## src/rtl/cdt_pkg.sv

```systemverilog
package cdt_pkg;
    // Word indexes (byte address / 4) of the register map
    localparam int IDX_START  = 0;
    localparam int IDX_COUNT  = 1;
    localparam int IDX_CTRL   = 2;
    localparam int IDX_ACK    = 3;
    localparam int IDX_STATUS = 4;

    // Control bit positions
    localparam int CTRL_RUN_BIT  = 0;
    localparam int CTRL_MODE_BIT = 1;
    localparam int CTRL_MASK_BIT = 2;
    localparam int CTRL_W        = 3;

    typedef struct packed {
        logic mask;
        logic periodic;
        logic run;
    } ctrl_t;
endpackage

```

## src/rtl/cdt_regs.sv

```systemverilog
module cdt_regs
    import cdt_pkg::*;
#(
    parameter int DATA_W = 32,
    parameter int ADDR_W = 5
) (
    input  logic              clk,
    input  logic              rst,
    input  logic              req_i,
    input  logic              wr_i,
    input  logic [ADDR_W-1:0] addr_i,
    input  logic [DATA_W-1:0] wdata_i,
    input  logic [DATA_W-1:0] count_i,
    input  logic              status_i,
    output logic [DATA_W-1:0] rdata_o,
    output logic [DATA_W-1:0] start_val_o,
    output ctrl_t             ctrl_o,
    output logic              run_edge_o,
    output logic              ack_rd_o
);
    localparam int IDX_W = ADDR_W - 2;

    typedef struct packed {
        logic [DATA_W-1:0] start_val;
        ctrl_t             ctrl;
    } regs_t;

    regs_t regs_d, regs_q;

    logic [IDX_W-1:0] idx;
    logic             aligned;
    logic             sel_start, sel_count, sel_ctrl, sel_ack, sel_status;
    logic             wr_start, wr_ctrl;
    ctrl_t            ctrl_wr;

    always_comb begin
        idx        = addr_i[ADDR_W-1:2];
        aligned    = (addr_i[1:0] == 2'b00);
        sel_start  = aligned && (idx == IDX_W'(IDX_START));
        sel_count  = aligned && (idx == IDX_W'(IDX_COUNT));
        sel_ctrl   = aligned && (idx == IDX_W'(IDX_CTRL));
        sel_ack    = aligned && (idx == IDX_W'(IDX_ACK));
        sel_status = aligned && (idx == IDX_W'(IDX_STATUS));

        wr_start = req_i && wr_i && sel_start;
        wr_ctrl  = req_i && wr_i && sel_ctrl;

        ctrl_wr.run      = wdata_i[CTRL_RUN_BIT];
        ctrl_wr.periodic = wdata_i[CTRL_MODE_BIT];
        ctrl_wr.mask     = wdata_i[CTRL_MASK_BIT];

        regs_d = regs_q;
        if (wr_start) begin
            regs_d.start_val = wdata_i;
        end
        if (wr_ctrl) begin
            regs_d.ctrl = ctrl_wr;
        end

        // The counter copies the start value only on a 0 -> 1 run transition
        run_edge_o = wr_ctrl && ctrl_wr.run && !regs_q.ctrl.run;
        ack_rd_o   = req_i && !wr_i && sel_ack;

        rdata_o = '0;
        if (sel_start) begin
            rdata_o = regs_q.start_val;
        end else if (sel_count) begin
            rdata_o = count_i;
        end else if (sel_ctrl) begin
            rdata_o = DATA_W'(regs_q.ctrl);
        end else if (sel_status) begin
            rdata_o = DATA_W'(status_i);
        end

        start_val_o = regs_q.start_val;
        ctrl_o      = regs_q.ctrl;
    end

    always_ff @(posedge clk) begin
        if (rst) begin
            regs_q <= '0;
        end else begin
            regs_q <= regs_d;
        end
    end

    // a zero written to control leaves every control bit clear
    a_r12_ctrl_zero: assert property (@(posedge clk) disable iff (rst)
        (wr_ctrl && wdata_i == '0) |=> (regs_q.ctrl == '0));

    // writes to the read-only addresses leave the stored registers untouched
    a_r11_ro_write: assert property (@(posedge clk) disable iff (rst)
        (req_i && wr_i && (sel_count || sel_ack || sel_status)) |=> $stable(regs_q));

    // the start value reads back the last value written
    a_r3_readback: assert property (@(posedge clk) disable iff (rst)
        wr_start |=> (start_val_o == $past(wdata_i)));
endmodule

```

## src/rtl/cdt_counter.sv

```systemverilog
module cdt_counter #(
    parameter int DATA_W = 32
) (
    input  logic              clk,
    input  logic              rst,
    input  logic              run_i,
    input  logic              run_edge_i,
    input  logic              periodic_i,
    input  logic [DATA_W-1:0] start_val_i,
    output logic [DATA_W-1:0] count_o,
    output logic              zero_step_o
);
    typedef struct packed {
        logic [DATA_W-1:0] count;
    } cnt_t;

    cnt_t cnt_d, cnt_q;

    always_comb begin
        cnt_d       = cnt_q;
        zero_step_o = run_i && !run_edge_i && (cnt_q.count == '0);
        if (run_edge_i) begin
            cnt_d.count = start_val_i;
        end else if (zero_step_o) begin
            cnt_d.count = periodic_i ? start_val_i : '1;
        end else if (run_i) begin
            cnt_d.count = cnt_q.count - 1'b1;
        end
        count_o = cnt_q.count;
    end

    always_ff @(posedge clk) begin
        if (rst) begin
            cnt_q <= '0;
        end else begin
            cnt_q <= cnt_d;
        end
    end

    // the count is frozen while stopped
    a_r7_hold: assert property (@(posedge clk) disable iff (rst)
        (!run_i && !run_edge_i) |=> $stable(count_o));

    // a run edge copies the start value
    a_r3_take: assert property (@(posedge clk) disable iff (rst)
        run_edge_i |=> (count_o == $past(start_val_i)));

    // one step down per clock while running above zero
    a_r4_step: assert property (@(posedge clk) disable iff (rst)
        (run_i && !run_edge_i && count_o != '0) |=> (count_o == $past(count_o) - 1'b1));

    // free-running wrap to all ones
    a_r6_wrap: assert property (@(posedge clk) disable iff (rst)
        (zero_step_o && !periodic_i) |=> (&count_o));
endmodule

```

## src/rtl/cdt_irq.sv

```systemverilog
module cdt_irq (
    input  logic clk,
    input  logic rst,
    input  logic zero_step_i,
    input  logic ack_rd_i,
    input  logic mask_i,
    output logic status_o,
    output logic irq_o
);
    typedef struct packed {
        logic pending;
    } irq_state_t;

    irq_state_t st_d, st_q;

    always_comb begin
        st_d = st_q;
        // A new zero step takes priority over an acknowledge in the same cycle
        if (zero_step_i) begin
            st_d.pending = 1'b1;
        end else if (ack_rd_i) begin
            st_d.pending = 1'b0;
        end
        status_o = st_q.pending && !mask_i;
        irq_o    = status_o;
    end

    always_ff @(posedge clk) begin
        if (rst) begin
            st_q <= '0;
        end else begin
            st_q <= st_d;
        end
    end

    // a zero step always leaves the flag set
    a_r10_keep: assert property (@(posedge clk) disable iff (rst)
        zero_step_i |=> st_q.pending);

    // an acknowledge with no competing zero step clears the flag
    a_r9_clear: assert property (@(posedge clk) disable iff (rst)
        (ack_rd_i && !zero_step_i) |=> !st_q.pending);

    // no zero step means no newly raised flag
    a_r7_no_raise: assert property (@(posedge clk) disable iff (rst)
        (!st_q.pending && !zero_step_i) |=> !st_q.pending);
endmodule

```

## src/rtl/cdt_timer.sv

```systemverilog
module cdt_timer
    import cdt_pkg::*;
#(
    parameter int DATA_W = 32,
    parameter int ADDR_W = 5
) (
    input  logic              clk,
    input  logic              rst,
    input  logic              bus_req,
    input  logic              bus_wr,
    input  logic [ADDR_W-1:0] bus_addr,
    input  logic [DATA_W-1:0] bus_wdata,
    output logic [DATA_W-1:0] bus_rdata,
    output logic              irq
);
    logic [DATA_W-1:0] start_val;
    logic [DATA_W-1:0] count;
    ctrl_t             ctrl;
    logic              run_edge;
    logic              ack_rd;
    logic              zero_step;
    logic              status;

    cdt_regs #(.DATA_W(DATA_W), .ADDR_W(ADDR_W)) regs_i (
        .clk         (clk),
        .rst         (rst),
        .req_i       (bus_req),
        .wr_i        (bus_wr),
        .addr_i      (bus_addr),
        .wdata_i     (bus_wdata),
        .count_i     (count),
        .status_i    (status),
        .rdata_o     (bus_rdata),
        .start_val_o (start_val),
        .ctrl_o      (ctrl),
        .run_edge_o  (run_edge),
        .ack_rd_o    (ack_rd)
    );

    cdt_counter #(.DATA_W(DATA_W)) counter_i (
        .clk         (clk),
        .rst         (rst),
        .run_i       (ctrl.run),
        .run_edge_i  (run_edge),
        .periodic_i  (ctrl.periodic),
        .start_val_i (start_val),
        .count_o     (count),
        .zero_step_o (zero_step)
    );

    cdt_irq irq_i (
        .clk         (clk),
        .rst         (rst),
        .zero_step_i (zero_step),
        .ack_rd_i    (ack_rd),
        .mask_i      (ctrl.mask),
        .status_o    (status),
        .irq_o       (irq)
    );

    // a masked interrupt never reaches the output
    a_r8_masked: assert property (@(posedge clk) disable iff (rst)
        ctrl.mask |-> !irq);

    // a periodic zero step reloads the start value
    a_r5_reload: assert property (@(posedge clk) disable iff (rst)
        (zero_step && ctrl.periodic) |=> (count == $past(start_val)));
endmodule

```

## config.mk

```make
export PLATFORM = sky130hd
export DESIGN_NAME = cdt_timer
export DESIGN_NICKNAME = d
export VERILOG_FILES = /design/src/rtl/cdt_pkg.sv /design/src/rtl/cdt_regs.sv /design/src/rtl/cdt_counter.sv /design/src/rtl/cdt_irq.sv /design/src/rtl/cdt_timer.sv
export SDC_FILE = /design/constraint.sdc
export NUM_CORES = 1
export LEC_CHECK = 0
export CORE_UTILIZATION = 45
export DETAILED_ROUTE_END_ITERATION = 7
export PLACE_DENSITY_LB_ADDON = 0.12
export SYNTH_ARGS = -nofsm -noshare
export SYNTH_HDL_FRONTEND = slang
export SYNTH_SLANG_ARGS = --single-unit
```

## constraint.sdc

```tcl
create_clock -name clk -period 3.46 [get_ports clk]
set_input_delay 0.865 -clock clk [delete_from_list [all_inputs] [get_ports clk]]
set_output_delay 0.865 -clock clk [all_outputs]
set_load 0.05 [all_outputs]
```

Word-level counts from Yosys, hierarchy flattened
Index checks and enable logic that the tools add are counted.

storage, ports and cells
  bits in read-only memories = 0
  memories = 0
  bits in writable memories = 0
  register bits after elaboration = 68
  output and inout bits = 33
  latch bits = 0
  bits of input ports = 41

operators by class
  multiplexer cells = 10
  reductions and logical operators = 24
  divide/modulo/power cells = 0
  add/subtract/negate cells = 1
  magnitude comparators = 0
  bitwise operators = 0
  eq/ne operators = 4
  shift operators = 0
  multipliers = 0

operator list
  kind                     count
  $mux W32                 7
  $logic_not A32 Y1        1
  $sub A32 B1 Y32 const B  1
  $logic_and A1 B1 Y1      15
  $eq A3 B2 Y1 const B     2
  $logic_not A1 Y1         4
  $eq A3 B1 Y1 const B     1
  $eq A3 B3 Y1 const B     1
  $logic_not A3 Y1         1
  $mux W1                  3
  $reduce_bool A3 Y1       1
  $logic_not A2 Y1         1
  $reduce_bool A2 Y1       1

Longest topological paths before layout
  depth after elaboration = 10
  gate-level depth with buffers = 10
  depth with buffers taken out = 8

Hierarchy
Synthesis repeated with hierarchy kept, for this count alone.

unflattened totals
  cell total of the unflattened synthesis = 539
  area, all modules = 4354.2 µm²

by module, submodules not included
  module       area each (µm²)  times used  cells an instance  seq. area each (µm²)
  cdt_counter  2384.8           1           309                640.6
  cdt_regs     1916.8           1           224                700.7
  cdt_irq      52.6             1           6                  20.0

Least setup slack after synthesis
Ideal clock, no wire load.

  path type = input -> output
  start = input bus_addr[1]
  end = output bus_rdata[0]
  buffers on the path = 2
  arrival = 2.744 ns
  stages = 6
  slack = -0.149 ns
  cell sequence = or3_1 -> clkbuf_1 -> nor2b_1 -> clkbuf_1 -> a22oi_1 -> a21oi_1

between the ends
  cells in the longest elaborated chain, start to end = 6
  elaborated cells between the ends (all ways) = 9

RTL lines
  what                  line             source
  start, declared       cdt_timer.sv:11  input logic [ADDR_W-1:0] bus_addr,
  $logic_not A2 Y1 (*)  cdt_regs.sv:38   aligned = (addr_i[1:0] == 2'b00);
  $logic_and A1 B1 Y1   cdt_regs.sv:43   sel_status = aligned && (idx == IDX_W'(IDX_STATUS));
  $mux W1               cdt_regs.sv:71   end else if (sel_status) begin
  $mux W32              cdt_regs.sv:69   end else if (sel_ctrl) begin
  $mux W32              cdt_regs.sv:67   end else if (sel_count) begin
  $mux W32 (*)          cdt_regs.sv:65   if (sel_start) begin
  end, declared         cdt_timer.sv:13  output logic [DATA_W-1:0] bus_rdata,

Mark *: on every way between the ends. The rest lies on a longest branch, timed or not.

Worst setup path in the final report
  start = input bus_addr[1]
  end = output bus_rdata[9]

between the ends
  cells in the longest elaborated chain, start to end = 4
  elaborated cells between the ends (all ways) = 5

RTL lines
  what                  line            source
  $logic_not A2 Y1 (*)  cdt_regs.sv:38
  $logic_and A1 B1 Y1   cdt_regs.sv:40  sel_count = aligned && (idx == IDX_W'(IDX_COUNT));
  $mux W32              cdt_regs.sv:67
  $mux W32 (*)          cdt_regs.sv:65

Marked as above.

==> reports/qor.yml <==
antennaDiodeCount: 0
leakage_nw: 2.03
firstDrtPassIters: 5
crit_required_ps: 2590
area_growth_pct: 37.2
rows: 33
groute.usage.overall_pct: 27.4
slew_viol_final: 0
status: "complete, no violations"
synth_nets: 554
wirelength_um: 11400
drc: 0
path_depth: 6
crit_path_max_fanout: 19
gp_congestion: 0.850
seq_area_frac_synth_pct: 35.1
final_hold_viol_count: 0
maxCapViolCount: 0
worstPathArrival_ps: 2540
cts_tree: "built"
synth_top_flop_cell: "dfxtp_1"
hp-class: "flip-flop to flip-flop"
grt-ovfl-total: 0
r2r-start: "counter_i.count_o[2]"
final_cells: 691
r2r_cells: 5
crit_chain: "clkdlybuf4s50_1 > or3_4 > nor3_4 > buf_12 > a22o_1 > buf_12"
avgSynthCellArea_sq_um: 7.57
grt_max_degree: 36
core-area_sq_um: 8260
ir_drop_mv: 0.163
hold_ws_ps: 470
setup.worst_path.start: "bus_addr[1]"
fmax_mhz: 294
vias: 4013
grt_setup_unrepaired: "no"
wl_per_cell_um: 16.5
worst_slack_ps: 58.6
path_buf_inv: 3
path_common_cell: "buf_12"
syn_area_sq_um: 3870
fin_crit_sh_pct: 98.3
worst_path_max_delay_cell: "or3_4"
criticalPathCategory: "input port to output port"
worst_setup_path_end_kind: "output port"
netlist.area_leader.share_pct: 35.1
cp-endpoint: "bus_rdata[9]"
drive_above_1_share_pct: 15.4
clk_pin_slew_worst_paths_ps: 70
start_util_pct: 46.9
netlist_instances: 512
synth_edf_count: 0
clock-root-buffer: "clkbuf_8"
synth.largest_area_cell: "dfxtp_1"
grt_pass1_wl_um: 18900
rrSetupSlack_ps: 620
startpoint_type: "input port"
crit_family: "buffers and inverters"
grt_pass1_vias: 3847
dieArea_sq_um: 8990
max_stage_delay_ps: 430
pre_cts_ws_ps: -40.9
final_area_sq_um: 5320
dp_hpwl_um: 7820
cts_sinks: 68
worst-slew-pin-transition_ps: 1250
fin_nets: 623
cts_made_buffers: 9
htreeDepth: 3
setup_violations: 0
ios: 74
antenna_found_initial: 0
die_w_um: 94.8
p_clk_share_pct: 36.5
synthTopCellsByArea: "dfxtp_1 35%, a21oi_1 8.4%, nand2_1 7.6%, a22o_1 6.6%, nor2_1 4.4%"
port_buffers: 73
synthDistinctLibCells: 55
p_sw_w: 0.000397
place_area_sq_um: 5080
swShare_pct: 25.9
viasPerCell: 5.81
clock_latency_ps: 340
p_seq_share_pct: 51.6
powerDensity_nw_per_um2: 288
min_period_ps: 3400
first_iter_violations: 270
fin_setup_tns_ps: 0
synth_seq_cells: 68
clock_path_buffers: 2
dp.cells: 672
synthArstFlopShare_pct: 0
yosysWarnings: 0
maxSlewHeadroom_pct: 16.6
die_h_um: 94.8
fin_skew_ps: 10.1
power.internal_w: 0.00114
timing.rr.end: "counter_i.count_o[19]"
comb_power_share_pct: 11.8
antenna_left: 0
==> Yosys cell counts, drive strengths merged (2+ instances only) <==
cell     instances
nand2           78
o221a            2
a21oi           65
o21ai           22
clkbuf          38
o22ai            3
nand4            5
nand3            4
or2              3
buf              3
xor2             9
mux2i           10
a211oi          10
nor2b            5
a31oi            6
nor3            19
inv             14
dfxtp           68
or4              2
and3             3
a22o            29
nor4            10
xnor2           14
a22oi            2
nor3b            4
or3              9
and2             7
nor2            45
a2111oi          3
==> power groups by stage <==
stage	Clock, W	Sequential, W	Combinational (W)
after floorplan	0	0.000808	0.000103
final	0.000560	0.000792	0.000182
after CTS	0.000571	0.000792	0.000178
after global routing	0.000606	0.000793	0.000198
after global placement	0	0.000810	0.000174
after detailed placement	0	0.000810	0.000176
==> stage by stage <==
| step | utilization [%] | total power [W] |
|---|---|---|
| floorplan | - | 0.000911 |
| global placement | 61.6 | 0.000984 |
| detailed placement | 61.6 | 0.000986 |
| CTS | 63.7 | 0.00154 |
| global route | 64.4 | 0.00160 |
| finish | 64.4 | 0.00153 |
==> tightest hold or removal path: cells and delay by family (launching register included) <==
kind,cells,cell delay [ps]
flip-flops,1,320
AND/OR/NAND/NOR,1,50
AO/OA/AOI/OAI,1,50
==> state kept, by name, summed over array words and instances, names as in the netlist <==
name and count:
counter_i.count_o 32, regs_i.ctrl_o 3, regs_i.start_val_o 32, irq_i.st_q 1
==> repair_timing <==
item                       in CTS  in global routing
hold buffers                    0                  0
buffers inserted                0                  3
gates resized for setup         3                  3
setup endpoints to repair      16                  2
==> cells in the final DEF (no fill, tap or decap), types with 2 or more instances in the layout <==
master           Yosys  final
a21oi_1             65     64
clkinv_2             0      4
a22o_1              29     29
nor3_1              18     17
nor2_1              45     45
nor2b_1              5      3
nor4_2               2      2
buf_6                2      3
clkbuf_8             0      9
a31oi_1              6      5
or3_1                8      7
inv_1               14     14
nor2b_2              0      2
a211oi_1            10     10
or2_2                2      2
xnor2_1             13     13
and2_1               7      7
nor3_4               1      2
o21ai_0             22     22
o221a_2              2      2
buf_4                0     20
mux2i_1             10     10
or4_1                2      2
xor2_1               9      9
clkdlybuf4s50_1      0     40
nand4_1              5      5
dfxtp_1             68     68
or3_4                1      2
buf_12               0     35
nor4_1               8      8
nand3_1              4      4
a22oi_1              2      2
nor3b_1              4      4
nand2_1             78     78
clkbuf_1            38      2
and3_1               3      3
a2111oi_0            3      3
o22ai_1              3      3
==> worst min path at each step <==
stage / cells after the start / slack, ps / startpoint / to
4_1_cts: 2 / 470 / regs_i.start_val_o[3] / regs_i.start_val_o[3]
6_report: 2 / 470 / regs_i.start_val_o[3] / regs_i.start_val_o[3]
2_1_floorplan: 2 / 450 / regs_i.start_val_o[1] / regs_i.start_val_o[1]
5_1_grt: 2 / 490 / regs_i.start_val_o[11] / regs_i.start_val_o[11]
3_5_place_dp: 2 / 460 / regs_i.start_val_o[3] / regs_i.start_val_o[3]
3_3_place_gp: 2 / 460 / regs_i.start_val_o[5] / regs_i.start_val_o[5]
==> per-layer routing <==
metal,GRT usage [%],share of wire [%]
met3,3.95,6.6
met5,0,0
met4,12.2,2.0
met1,35.2,45
met2,45.4,47
==> area by class of cell <==
cell class	instances	area, sq um
Timing Repair Buffer	99	1290
Tap cell	105	131
Sequential cell	68	1360
Clock buffer	11	131
Inverter	14	52.6
Multi-Input combinational cell	389	2320
Fill cell	710	2940
Clock inverter	5	28.8
==> cell families (layout without fill, tap and decap cells) <==
family                     count (synthesis)  in the layout  share of synthesized area, %
muxes                                     11             11                          2.87
xor gates and xnor gates                  23             23                          5.39
and+or+nand+nor                          201            201                          25.3
DFF                                       68             68                          35.1
adders and majority gates                  1              1                         0.323
buffers and inverters                     55            129                          5.75
AOI/OAI and AO/OA                        153            153                          25.3
No activity file was read; power rests on OpenSTA's default activity.
